### config.mk
export PLATFORM = sky130hd
export DESIGN_NAME = tmr_host_regif
export DESIGN_NICKNAME = d
export VERILOG_FILES = /design/src/rtl/tmr_regif_pkg.sv /design/src/rtl/tmr_strobe_edge.sv /design/src/rtl/tmr_cmd_decode.sv /design/src/rtl/tmr_chan_regs.sv /design/src/rtl/tmr_rd_mux.sv /design/src/rtl/tmr_host_regif.sv
export SDC_FILE = /design/constraint.sdc
export NUM_CORES = 1
export LEC_CHECK = 0
export ABC_AREA = 1
export BUFFER_PORTS_ARGS = -buffer_cell sky130_fd_sc_hd__buf_2
export CAP_MARGIN = 30
export CORE_UTILIZATION = 57
export CTS_CLUSTER_SIZE = 12
export DETAILED_ROUTE_END_ITERATION = 16
export PLACE_DENSITY = 0.84
export SLEW_MARGIN = 0
export SYNTH_ARGS = -nofsm -noshare
export SYNTH_HDL_FRONTEND = slang
export SYNTH_SLANG_ARGS = --single-unit
### constraint.sdc
create_clock -name clk -period 1.7 [get_ports clk]
set_input_delay 0.085 -clock clk [delete_from_list [all_inputs] [get_ports clk]]
set_output_delay 0.085 -clock clk [all_outputs]
set_load 0.1 [all_outputs]
### src/rtl/tmr_regif_pkg.sv
package tmr_regif_pkg;
  localparam int BYTE_W = 8;
  localparam int WORD_W = 2 * BYTE_W;
  localparam int MODE_W = 6;

  typedef enum logic [1:0] {
    FMT_FREEZE = 2'b00,
    FMT_LO     = 2'b01,
    FMT_HI     = 2'b10,
    FMT_BOTH   = 2'b11
  } fmt_e;

  // Reset setup bits: two-byte format, mode 0, binary
  localparam logic [MODE_W-1:0] MODE_RST = 6'h30;

  // Byte chosen for a read given the format and the read pointer
  function automatic logic [BYTE_W-1:0] pick_byte(input logic [WORD_W-1:0] v,
                                                  input logic [1:0] fmt,
                                                  input logic hi_ptr);
    logic [BYTE_W-1:0] b;
    case (fmt)
      FMT_HI:   b = v[WORD_W-1:BYTE_W];
      FMT_BOTH: b = hi_ptr ? v[WORD_W-1:BYTE_W] : v[BYTE_W-1:0];
      default:  b = v[BYTE_W-1:0];
    endcase
    return b;
  endfunction

  // Completed count from the pending low byte and the final data byte
  function automatic logic [WORD_W-1:0] merge_count(input logic [1:0] fmt,
                                                    input logic [BYTE_W-1:0] lo_pend,
                                                    input logic [BYTE_W-1:0] d);
    logic [WORD_W-1:0] w;
    case (fmt)
      FMT_LO:  w = {{BYTE_W{1'b0}}, d};
      FMT_HI:  w = {d, {BYTE_W{1'b0}}};
      default: w = {d, lo_pend};
    endcase
    return w;
  endfunction

  // Status snapshot layout
  function automatic logic [BYTE_W-1:0] status_byte(input logic out_lvl,
                                                    input logic nul,
                                                    input logic [MODE_W-1:0] mode);
    return {out_lvl, nul, mode};
  endfunction
endpackage

### src/rtl/tmr_strobe_edge.sv
module tmr_strobe_edge (
  input  logic       clk,
  input  logic       rst_n,
  input  logic       cs_n,
  input  logic       rd_n,
  input  logic       wr_n,
  input  logic [1:0] addr,
  input  logic [7:0] wdata,
  output logic       wr_evt,
  output logic       rd_evt,
  output logic [1:0] ev_addr,
  output logic [7:0] ev_data
);
  logic rd_q, wr_q, cs_h;

  always_ff @(posedge clk) begin
    if (!rst_n) begin
      rd_q    <= 1'b1;
      wr_q    <= 1'b1;
      cs_h    <= 1'b1;
      ev_addr <= '0;
      ev_data <= '0;
    end else begin
      rd_q <= rd_n;
      wr_q <= wr_n;
      if (!rd_n || !wr_n) begin
        cs_h    <= cs_n;
        ev_addr <= addr;
        ev_data <= wdata;
      end
    end
  end

  // Release of a strobe that was qualified by chip select
  assign wr_evt = !wr_q && wr_n && !cs_h;
  assign rd_evt = !rd_q && rd_n && !cs_h;
endmodule

### src/rtl/tmr_cmd_decode.sv
module tmr_cmd_decode #(
  parameter int NUM_CH = 3
) (
  input  logic              wr_evt,
  input  logic              rd_evt,
  input  logic [1:0]        ev_addr,
  input  logic [7:1]        ev_ctl,
  output logic [NUM_CH-1:0] cw_hit,
  output logic [NUM_CH-1:0] frz_hit,
  output logic [NUM_CH-1:0] rbc_hit,
  output logic [NUM_CH-1:0] rbs_hit,
  output logic [NUM_CH-1:0] dwr_hit,
  output logic [NUM_CH-1:0] drd_hit
);
  localparam logic [1:0] CTRL_ADDR = 2'b11;
  localparam logic [1:0] RB_SEL    = 2'b11;

  logic       ctrl_wr;
  logic [1:0] sel;
  logic [1:0] fmt;
  logic       rb_cmd;

  assign ctrl_wr = wr_evt && (ev_addr == CTRL_ADDR);
  assign sel     = ev_ctl[7:6];
  assign fmt     = ev_ctl[5:4];
  assign rb_cmd  = ctrl_wr && (sel == RB_SEL);

  for (genvar i = 0; i < NUM_CH; i++) begin : g_ch
    localparam logic [1:0] CH = 2'(i);
    // setup word, R7 freeze command
    assign cw_hit[i]  = ctrl_wr && (sel == CH) && (fmt != 2'b00);
    assign frz_hit[i] = ctrl_wr && (sel == CH) && (fmt == 2'b00);
    // read-back: bit 5 low = count, bit 4 low = status, bit i+1 selects
    assign rbc_hit[i] = rb_cmd && !ev_ctl[5] && ev_ctl[i+1];
    assign rbs_hit[i] = rb_cmd && !ev_ctl[4] && ev_ctl[i+1];
    assign dwr_hit[i] = wr_evt && (ev_addr == CH);
    assign drd_hit[i] = rd_evt && (ev_addr == CH);
  end
endmodule

### src/rtl/tmr_chan_regs.sv
module tmr_chan_regs
  import tmr_regif_pkg::*;
(
  input  logic              clk,
  input  logic              rst_n,
  input  logic              cw_hit,
  input  logic              frz_hit,
  input  logic              rbc_hit,
  input  logic              rbs_hit,
  input  logic              dwr_hit,
  input  logic              drd_hit,
  input  logic [BYTE_W-1:0] ev_data,
  input  logic [WORD_W-1:0] live_cnt,
  input  logic              live_out,
  input  logic              live_null,
  output logic [MODE_W-1:0] mode_q,
  output logic [WORD_W-1:0] cr_q,
  output logic              mode_pulse,
  output logic              load_pulse,
  output logic [BYTE_W-1:0] rbyte
);
  logic [BYTE_W-1:0] lo_pend;
  logic              wptr, rptr;
  logic              ol_held, st_held;
  logic [WORD_W-1:0] ol_q;
  logic [BYTE_W-1:0] st_q;
  logic [1:0]        fmt;
  logic              freeze_req;

  assign fmt        = mode_q[5:4];
  assign freeze_req = frz_hit || rbc_hit;

  // status first, then frozen count, then live count
  assign rbyte = st_held ? st_q : pick_byte(ol_held ? ol_q : live_cnt, fmt, rptr);

  always_ff @(posedge clk) begin
    if (!rst_n) begin
      mode_q     <= MODE_RST;
      cr_q       <= '0;
      lo_pend    <= '0;
      wptr       <= 1'b0;
      rptr       <= 1'b0;
      ol_held    <= 1'b0;
      ol_q       <= '0;
      st_held    <= 1'b0;
      st_q       <= '0;
      mode_pulse <= 1'b0;
      load_pulse <= 1'b0;
    end else begin
      mode_pulse <= 1'b0;
      load_pulse <= 1'b0;
      if (cw_hit) begin

        mode_q     <= ev_data[MODE_W-1:0];
        wptr       <= 1'b0;
        rptr       <= 1'b0;
        ol_held    <= 1'b0;
        st_held    <= 1'b0;
        mode_pulse <= 1'b1;
      end else begin
        // only the first freeze counts
        if (freeze_req && !ol_held) begin
          ol_q    <= live_cnt;
          ol_held <= 1'b1;
        end
        // only the first snapshot counts
        if (rbs_hit && !st_held) begin
          st_q    <= status_byte(live_out, live_null, mode_q);
          st_held <= 1'b1;
        end

        if (dwr_hit) begin
          if (fmt == FMT_BOTH && !wptr) begin
            lo_pend <= ev_data;
            wptr    <= 1'b1;
          end else begin
            cr_q       <= merge_count(fmt, lo_pend, ev_data);
            load_pulse <= 1'b1;
            wptr       <= 1'b0;
          end
        end

        if (drd_hit) begin
          if (st_held) begin
            st_held <= 1'b0;
          end else if (fmt == FMT_BOTH) begin
            rptr <= !rptr;
            if (rptr) ol_held <= 1'b0;
          end else begin
            ol_held <= 1'b0;
          end
        end
      end
    end
  end
endmodule

### src/rtl/tmr_rd_mux.sv
module tmr_rd_mux #(
  parameter int NUM_CH = 3,
  parameter int BYTE_W = 8
) (
  input  logic                     cs_n,
  input  logic                     rd_n,
  input  logic [1:0]               addr,
  input  logic [NUM_CH*BYTE_W-1:0] rbytes,
  output logic [BYTE_W-1:0]        rdata,
  output logic                     rvalid
);

  assign rvalid = !cs_n && !rd_n && (int'(addr) < NUM_CH);

  always_comb begin
    rdata = '0;
    for (int i = 0; i < NUM_CH; i++) begin
      if (rvalid && int'(addr) == i) rdata = rbytes[i*BYTE_W +: BYTE_W];
    end
  end
endmodule

### src/rtl/tmr_host_regif.sv
module tmr_host_regif
  import tmr_regif_pkg::*;
#(
  parameter int NUM_CH = 3
) (
  input  logic                     clk,
  input  logic                     rst_n,
  input  logic                     cs_n,
  input  logic                     rd_n,
  input  logic                     wr_n,
  input  logic [1:0]               addr,
  input  logic [BYTE_W-1:0]        wdata,
  output logic [BYTE_W-1:0]        rdata,
  output logic                     rvalid,
  input  logic [NUM_CH*WORD_W-1:0] live_count,
  input  logic [NUM_CH-1:0]        live_out,
  input  logic [NUM_CH-1:0]        live_null,
  output logic [NUM_CH*MODE_W-1:0] mode_byte,
  output logic [NUM_CH*WORD_W-1:0] count_reg,
  output logic [NUM_CH-1:0]        mode_wr,
  output logic [NUM_CH-1:0]        count_load
);
  logic              wr_evt, rd_evt;
  logic [1:0]        ev_addr;
  logic [BYTE_W-1:0] ev_data;
  logic [NUM_CH-1:0] cw_hit, frz_hit, rbc_hit, rbs_hit, dwr_hit, drd_hit;
  logic [NUM_CH*BYTE_W-1:0] rbytes;

  tmr_strobe_edge u_edge (
    .clk     (clk),
    .rst_n   (rst_n),
    .cs_n    (cs_n),
    .rd_n    (rd_n),
    .wr_n    (wr_n),
    .addr    (addr),
    .wdata   (wdata),
    .wr_evt  (wr_evt),
    .rd_evt  (rd_evt),
    .ev_addr (ev_addr),
    .ev_data (ev_data)
  );

  tmr_cmd_decode #(.NUM_CH(NUM_CH)) u_dec (
    .wr_evt  (wr_evt),
    .rd_evt  (rd_evt),
    .ev_addr (ev_addr),
    .ev_ctl  (ev_data[7:1]),
    .cw_hit  (cw_hit),
    .frz_hit (frz_hit),
    .rbc_hit (rbc_hit),
    .rbs_hit (rbs_hit),
    .dwr_hit (dwr_hit),
    .drd_hit (drd_hit)
  );

  for (genvar i = 0; i < NUM_CH; i++) begin : g_chan
    tmr_chan_regs u_chan (
      .clk        (clk),
      .rst_n      (rst_n),
      .cw_hit     (cw_hit[i]),
      .frz_hit    (frz_hit[i]),
      .rbc_hit    (rbc_hit[i]),
      .rbs_hit    (rbs_hit[i]),
      .dwr_hit    (dwr_hit[i]),
      .drd_hit    (drd_hit[i]),
      .ev_data    (ev_data),
      .live_cnt   (live_count[i*WORD_W +: WORD_W]),
      .live_out   (live_out[i]),
      .live_null  (live_null[i]),
      .mode_q     (mode_byte[i*MODE_W +: MODE_W]),
      .cr_q       (count_reg[i*WORD_W +: WORD_W]),
      .mode_pulse (mode_wr[i]),
      .load_pulse (count_load[i]),
      .rbyte      (rbytes[i*BYTE_W +: BYTE_W])
    );
  end

  tmr_rd_mux #(.NUM_CH(NUM_CH), .BYTE_W(BYTE_W)) u_mux (
    .cs_n   (cs_n),
    .rd_n   (rd_n),
    .addr   (addr),
    .rbytes (rbytes),
    .rdata  (rdata),
    .rvalid (rvalid)
  );
endmodule

==> flow_summary_export.csv, run 1 <==
group,metric,value,unit
status,status,"complete, but fails checks",
status,violations,"hold timing, setup timing",
sta,fin_skew,0.00689,ns
drt,wl_per_cell,16.5,um
drt,vias_per_cell,5.73,
clock_tree,clock_path_buffers,2,
layout,antenna_cells,0,
placed_design,dp_hpwl,17300,um
sta,drv_slew,0,
drt,dr.pass1.iters,6,
pwr,leakage,5.20,nW
layout,area_growth,30.9,%
drt,drc,0,
floorplanning,core-area,15300,um^2
placed_design,portBuffers,149,
yosys,synth_seq_cells,193,
global_route,met1_usage,42.0,%
layout,multi_input_area,4570,um^2
yosys,synth.distinct_cells,33,
worst_setup_path,end_kind,"output pin",
sta,fin_crit,2.13,ns
sta,whs,-0.00306,ns
yosys,synthesis.area,9000,um^2
pwr,power,9.31,mW
worst_setup_path,path_class,"register to output pin",
global_route,grt_pass1_wl,42000,um
worst_setup_path,crit_family,"compound AO/OA/AOI/OAI gates",
clock_tree,cts_tree,"done",
layout,layout-drive-gt1-share,22.1,%
clock_tree,cts_buffers,17,
drt,dr.first_iter.drc_count,1047,
sta,setup_viol,9,
global_route,track_usage,32.6,%
layout,final_cell_area,11800,um^2
drt,drtAntennaViolNets,0,
global_route,antenna_found_initial,0,
clock_tree,cts_sinks,193,
global_route,use_met3,5.97,%
sta,worst_slew_pin_slew,0.687,ns
sta,fin_ws,-0.429,ns
layout,fin_cells,1706,
worst_hold_path,hp-class,"input pin to register",
layout,nFillCells,1080,
worst_setup_path,cp_num_buf_inv,2,
clock_tree,htree_levels,4,
sta,fmax,470,MHz
floorplanning,rows,45,
sta,rsz0062_at_grt,"yes",
layout,fin_util,77.0,%
placed_design,place_area,10300,um^2
layout,seq_area,3890,um^2
clock_tree,ctsRootBufferMaster,"clkbuf_16",
global_route,grt_remaining_overflow,0,
yosys,syn_avg_cell_area,7.06,um^2
floorplanning,start_util,58.8,%
yosys,synth_cells,1275,
yosys,synth_area_leader_cell,"dfxtp_1",
sta,finalHoldViolCount,1,
global_route,grt_pass1_vias,8665,
clock_tree,clk_pin_slew,0.07,ns
yosys,synth_nets,1353,
floorplanning,io_pins,150,
floorplanning,die_w,128,um
clock_tree,insertion_delay,0.44,ns
job,maxCapViolCount,0,
yosys,synth_area_leaders,"dfxtp_1 43%, nand2_1 11%, nand3_1 7.5%",
worst_setup_path,critPathMaxFanout,8,
drt,routed_wirelength,28100,um
placed_design,dp_cells,1596,
worst_setup_path,cp_data_arrival_time,2.04,ns
global_route,grt_start_max_net_pins,60,
yosys,seq_area_frac_synth,42.9,%
worst_setup_path,rrSetupSlack,-0.02,ns
layout,finalNetCount,1561,
placed_design,gp_congestion,0.887,
floorplanning,fp.dieH,128,um
worst_setup_path,crit_path_start_kind,"register",
drt,vias,9779,
worst_setup_path,cpPeakStageDelay,0.37,ns
global_route,busiest_layer,"met2",
floorplanning,die-area,16300,um^2
pwr,irDropWorstVdd,0.730,mV
global_route,grt_util_met2,53.2,%
sta,fin_crit_sh,125,%
yosys,yosysWarnings,0,
yosys,synth_top_area_share,42.9,%
worst_setup_path,cp_slowest_cell,"dfxtp_4",
sta,slew_headroom,54.2,%
worst_setup_path,crit_path_cell_trace,"ha_4 > buf_6 > o21ai_4 > nand2_1 > nand3_1 > o211ai_1 > nand3_4 > buf_12",
pwr,power.density,790,nW/um^2
worst_setup_path,cp_data_required_time,1.62,ns
area by class of cell:
cell class                 count  share of cell area [%]
timing repair buffer         262                    16.6
inverter                     136                    4.60
clock buffer                  20                    3.96
sequential                   193                    33.0
timing repair inverter         1                  0.0425
multi-input combinational    872                    38.8
tap                          211                    2.24
clock inverter                11                   0.807
routing by layer:
metal,share of wire [%],vias to the layer above
met5,0,-
met2,47,565
met1,41,4513
met4,3.9,0
met3,8.7,102
li1,-,4599
registers in the layout, indices dropped and copies added, names as in the netlist:
name,flops
g_chan.u_chan.mode_q,18
g_chan.u_chan.st_q,24
g_chan.u_chan.lo_pend,24
g_chan.u_chan.st_held,3
g_chan.u_chan.mode_pulse,3
g_chan.u_chan.ol_held,3
g_chan.u_chan.load_pulse,3
u_edge.rd_q,1
u_edge.wr_q,1
g_chan.u_chan.rptr,3
u_edge.ev_addr,2
g_chan.u_chan.cr_q,48
g_chan.u_chan.ol_q,48
g_chan.u_chan.wptr,3
u_edge.cs_h,1
u_edge.ev_data,8
worst min-delay path, delay by kind of cell:
kind | cells | cell delay, ns
AND/OR/NAND/NOR | 3 | 0.20
buffers and inverters | 2 | 0.12
report_power, final:
group	leakage, nW	switching, mW	internal (mW)
logic	3.37	0.524	0.338
clock network	0.270	1.84	2.02
registers	1.56	0.0515	4.54
cell usage in the layout (no fill, tap or decap), types with 5 or more instances in the layout:
| cell | Yosys | layout |
|---|---|---|
| a21oi_1 | 134 | 134 |
| a31oi_1 | 24 | 24 |
| buf_12 | 1 | 15 |
| buf_2 | 17 | 140 |
| buf_4 | 10 | 47 |
| clkbuf_16 | 0 | 17 |
| clkinvlp_4 | 0 | 7 |
| dfxtp_1 | 193 | 184 |
| dfxtp_4 | 0 | 6 |
| dlygate4sd3_1 | 0 | 59 |
| inv_1 | 123 | 111 |
| inv_2 | 7 | 11 |
| inv_4 | 0 | 7 |
| nand2_1 | 270 | 261 |
| nand2_2 | 5 | 12 |
| nand2_8 | 0 | 5 |
| nand3_1 | 135 | 124 |
| nand3_4 | 0 | 10 |
| nand4_1 | 7 | 7 |
| nor2_1 | 99 | 94 |
| nor2_2 | 4 | 6 |
| nor2_4 | 5 | 9 |
| o211ai_1 | 16 | 16 |
| o21ai_0 | 130 | 130 |
| o21ai_1 | 8 | 6 |
metrics by stage:
stage | TNS (ns) | hold slack [ns] | setup slack (ns)
floorplan | -0.0760 | 0.192 | -0.0119
global placement | -0.762 | 0.321 | -0.140
detailed placement | -1.28 | 0.326 | -0.155
CTS | -3.07 | 0.000348 | -0.416
global route | -4.13 | 0.0120 | -0.500
finish | -3.17 | -0.00306 | -0.429
synthesized netlist by cell type, drive strengths merged:
cell / instances
a211oi: 1
a21oi: 134
a22oi: 2
a31oi: 24
buf: 49
clkbuf: 30
clkinv: 6
dfxtp: 193
ha: 9
inv: 130
nand2: 278
nand3: 138
nand4: 11
nor2: 108
nor3: 2
o211ai: 16
o21a: 2
o21ai: 138
or2: 2
xor2: 2
path summary, 6_finish.rpt:
check | startpoint | end | cells after the start
worst max-delay path | g_chan[1].u_chan.mode_q[5] | rdata[0] | 8
worst min-delay path | live_count[17] | g_chan[1].u_chan.ol_q[1] | 5
worst max register to register | u_edge.ev_addr[1] | g_chan[0].u_chan.mode_q[5] | 7
worst min register to register | g_chan[0].u_chan.cr_q[11] | g_chan[0].u_chan.cr_q[11] | 2
cell families (layout without fill, tap and decap cells):
family / count (synthesis) / after routing / synth area share [%]
and+or+nand+nor: 539 / 544 / 26.5
xor gates and xnor gates: 2 / 2 / 0.195
DFF: 193 / 193 / 42.9
adders and majority gates: 9 / 9 / 1.25
AOI/OAI and AO/OA: 317 / 317 / 18.5
buffers and inverters: 215 / 430 / 10.6
what timing repair did:
item / CTS / global route
resized for setup: 18 / 35
gates cloned: 0 / 6
hold endpoints to repair: 59 / 0
hold buffers: 59 / 0
pin swaps: 24 / 25
setup endpoints to repair: 26 / 86
buffers inserted: 5 / 9
Note: power is estimated with default switching activity, not from simulation.
==> run 2, diff against run 1 <==
--- a/config.mk
+++ b/config.mk
@@ -12,6 +12,7 @@
 export CTS_CLUSTER_SIZE = 12
 export DETAILED_ROUTE_END_ITERATION = 16
 export PLACE_DENSITY = 0.84
+export SETUP_SLACK_MARGIN = 0.4
 export SLEW_MARGIN = 0
 export SYNTH_ARGS = -nofsm -noshare
 export SYNTH_HDL_FRONTEND = slang
==> run 2 against run 1 <==
Against the previous run: the flow now stops in 5_1_grt; area after synthesis stayed put; synthesized cell count stayed put.
==> flow_summary_export.csv, run 2 <==
group,metric,value,unit
floorplanning,start_util,58.8,%
yosys,synth.distinct_cells,33,
yosys,synthMostInstantiatedCell,"nand2_1",
clock_tree,cts_sinks,193,
status,error_line,"[ERROR DPL-0038] Utilization greater than 100%, impossible to legalize",
yosys,seq_area_frac_synth,42.9,%
placed_design,place_ws,0.0603,ns
status,status,"did not finish",
yosys,synth_ff_type,"dfxtp_1",
sta,worstEndpointType,"output port",
yosys,netlist_top_cells_count,"270 x nand2_1, 193 x dfxtp_1, 135 x nand3_1",
yosys,synth_area_leaders,"dfxtp_1 43%, nand2_1 11%, nand3_1 7.5%",
placed_design,dp_hpwl,18000,um
yosys,async_flop_share,0,%
yosys,synth_top_area_share,42.9,%
clock_tree,clock_path_buffers,2,
floorplanning,io_pins,150,
yosys,synth_area_leader_cell,"dfxtp_1",
yosys,synth_edf_count,0,
floorplanning,rows,45,
clock_tree,cts_buffers,17,
global_route,grt_start_max_net_pins,83,
status,lastStage,"5_1_grt",
yosys,synth_cells,1275,
yosys,yosysWarnings,0,
clock_tree,ctsRootBufferMaster,"clkbuf_16",
clock_tree,htree_levels,4,
placed_design,gp_congestion,0.913,
yosys,syn_avg_cell_area,7.06,um^2
yosys,synth_seq_cells,193,
yosys,synthesis.area,9000,um^2
floorplanning,fp.dieH,128,um
sta,crit_endpoint,"rdata[7]",
floorplanning,die_w,128,um
yosys,synth_nets,1353,
placed_design,portBuffers,149,
-- run 2: kinds of logic after synthesis --
group | after synthesis | synth area share, %
AOI/OAI and AO/OA | 317 | 18.5
xor gates and xnor gates | 2 | 0.195
adders and majority gates | 9 | 1.25
buffers and inverters | 215 | 10.6
DFF | 193 | 42.9
and+or+nand+nor | 539 | 26.5
-- run 2: repair_timing --
| action | in CTS |
|---|---|
| setup buffers | 69 |
| setup endpoints to repair | 206 |
| hold buffers | 58 |
| cloned | 23 |
| gates resized for setup | 318 |
| pin swaps | 102 |
| endpoints found under the hold margin | 59 |
-- run 2: through the flow --
stage	util [%]	hold slack, ns	cells	area (um^2)
after floorplan	-	0.192	1275	9720
after global placement	70.5	0.319	1602	10800
after detailed placement	70.5	0.324	1602	10800
after CTS	91.5	-0.0432	1784	14000
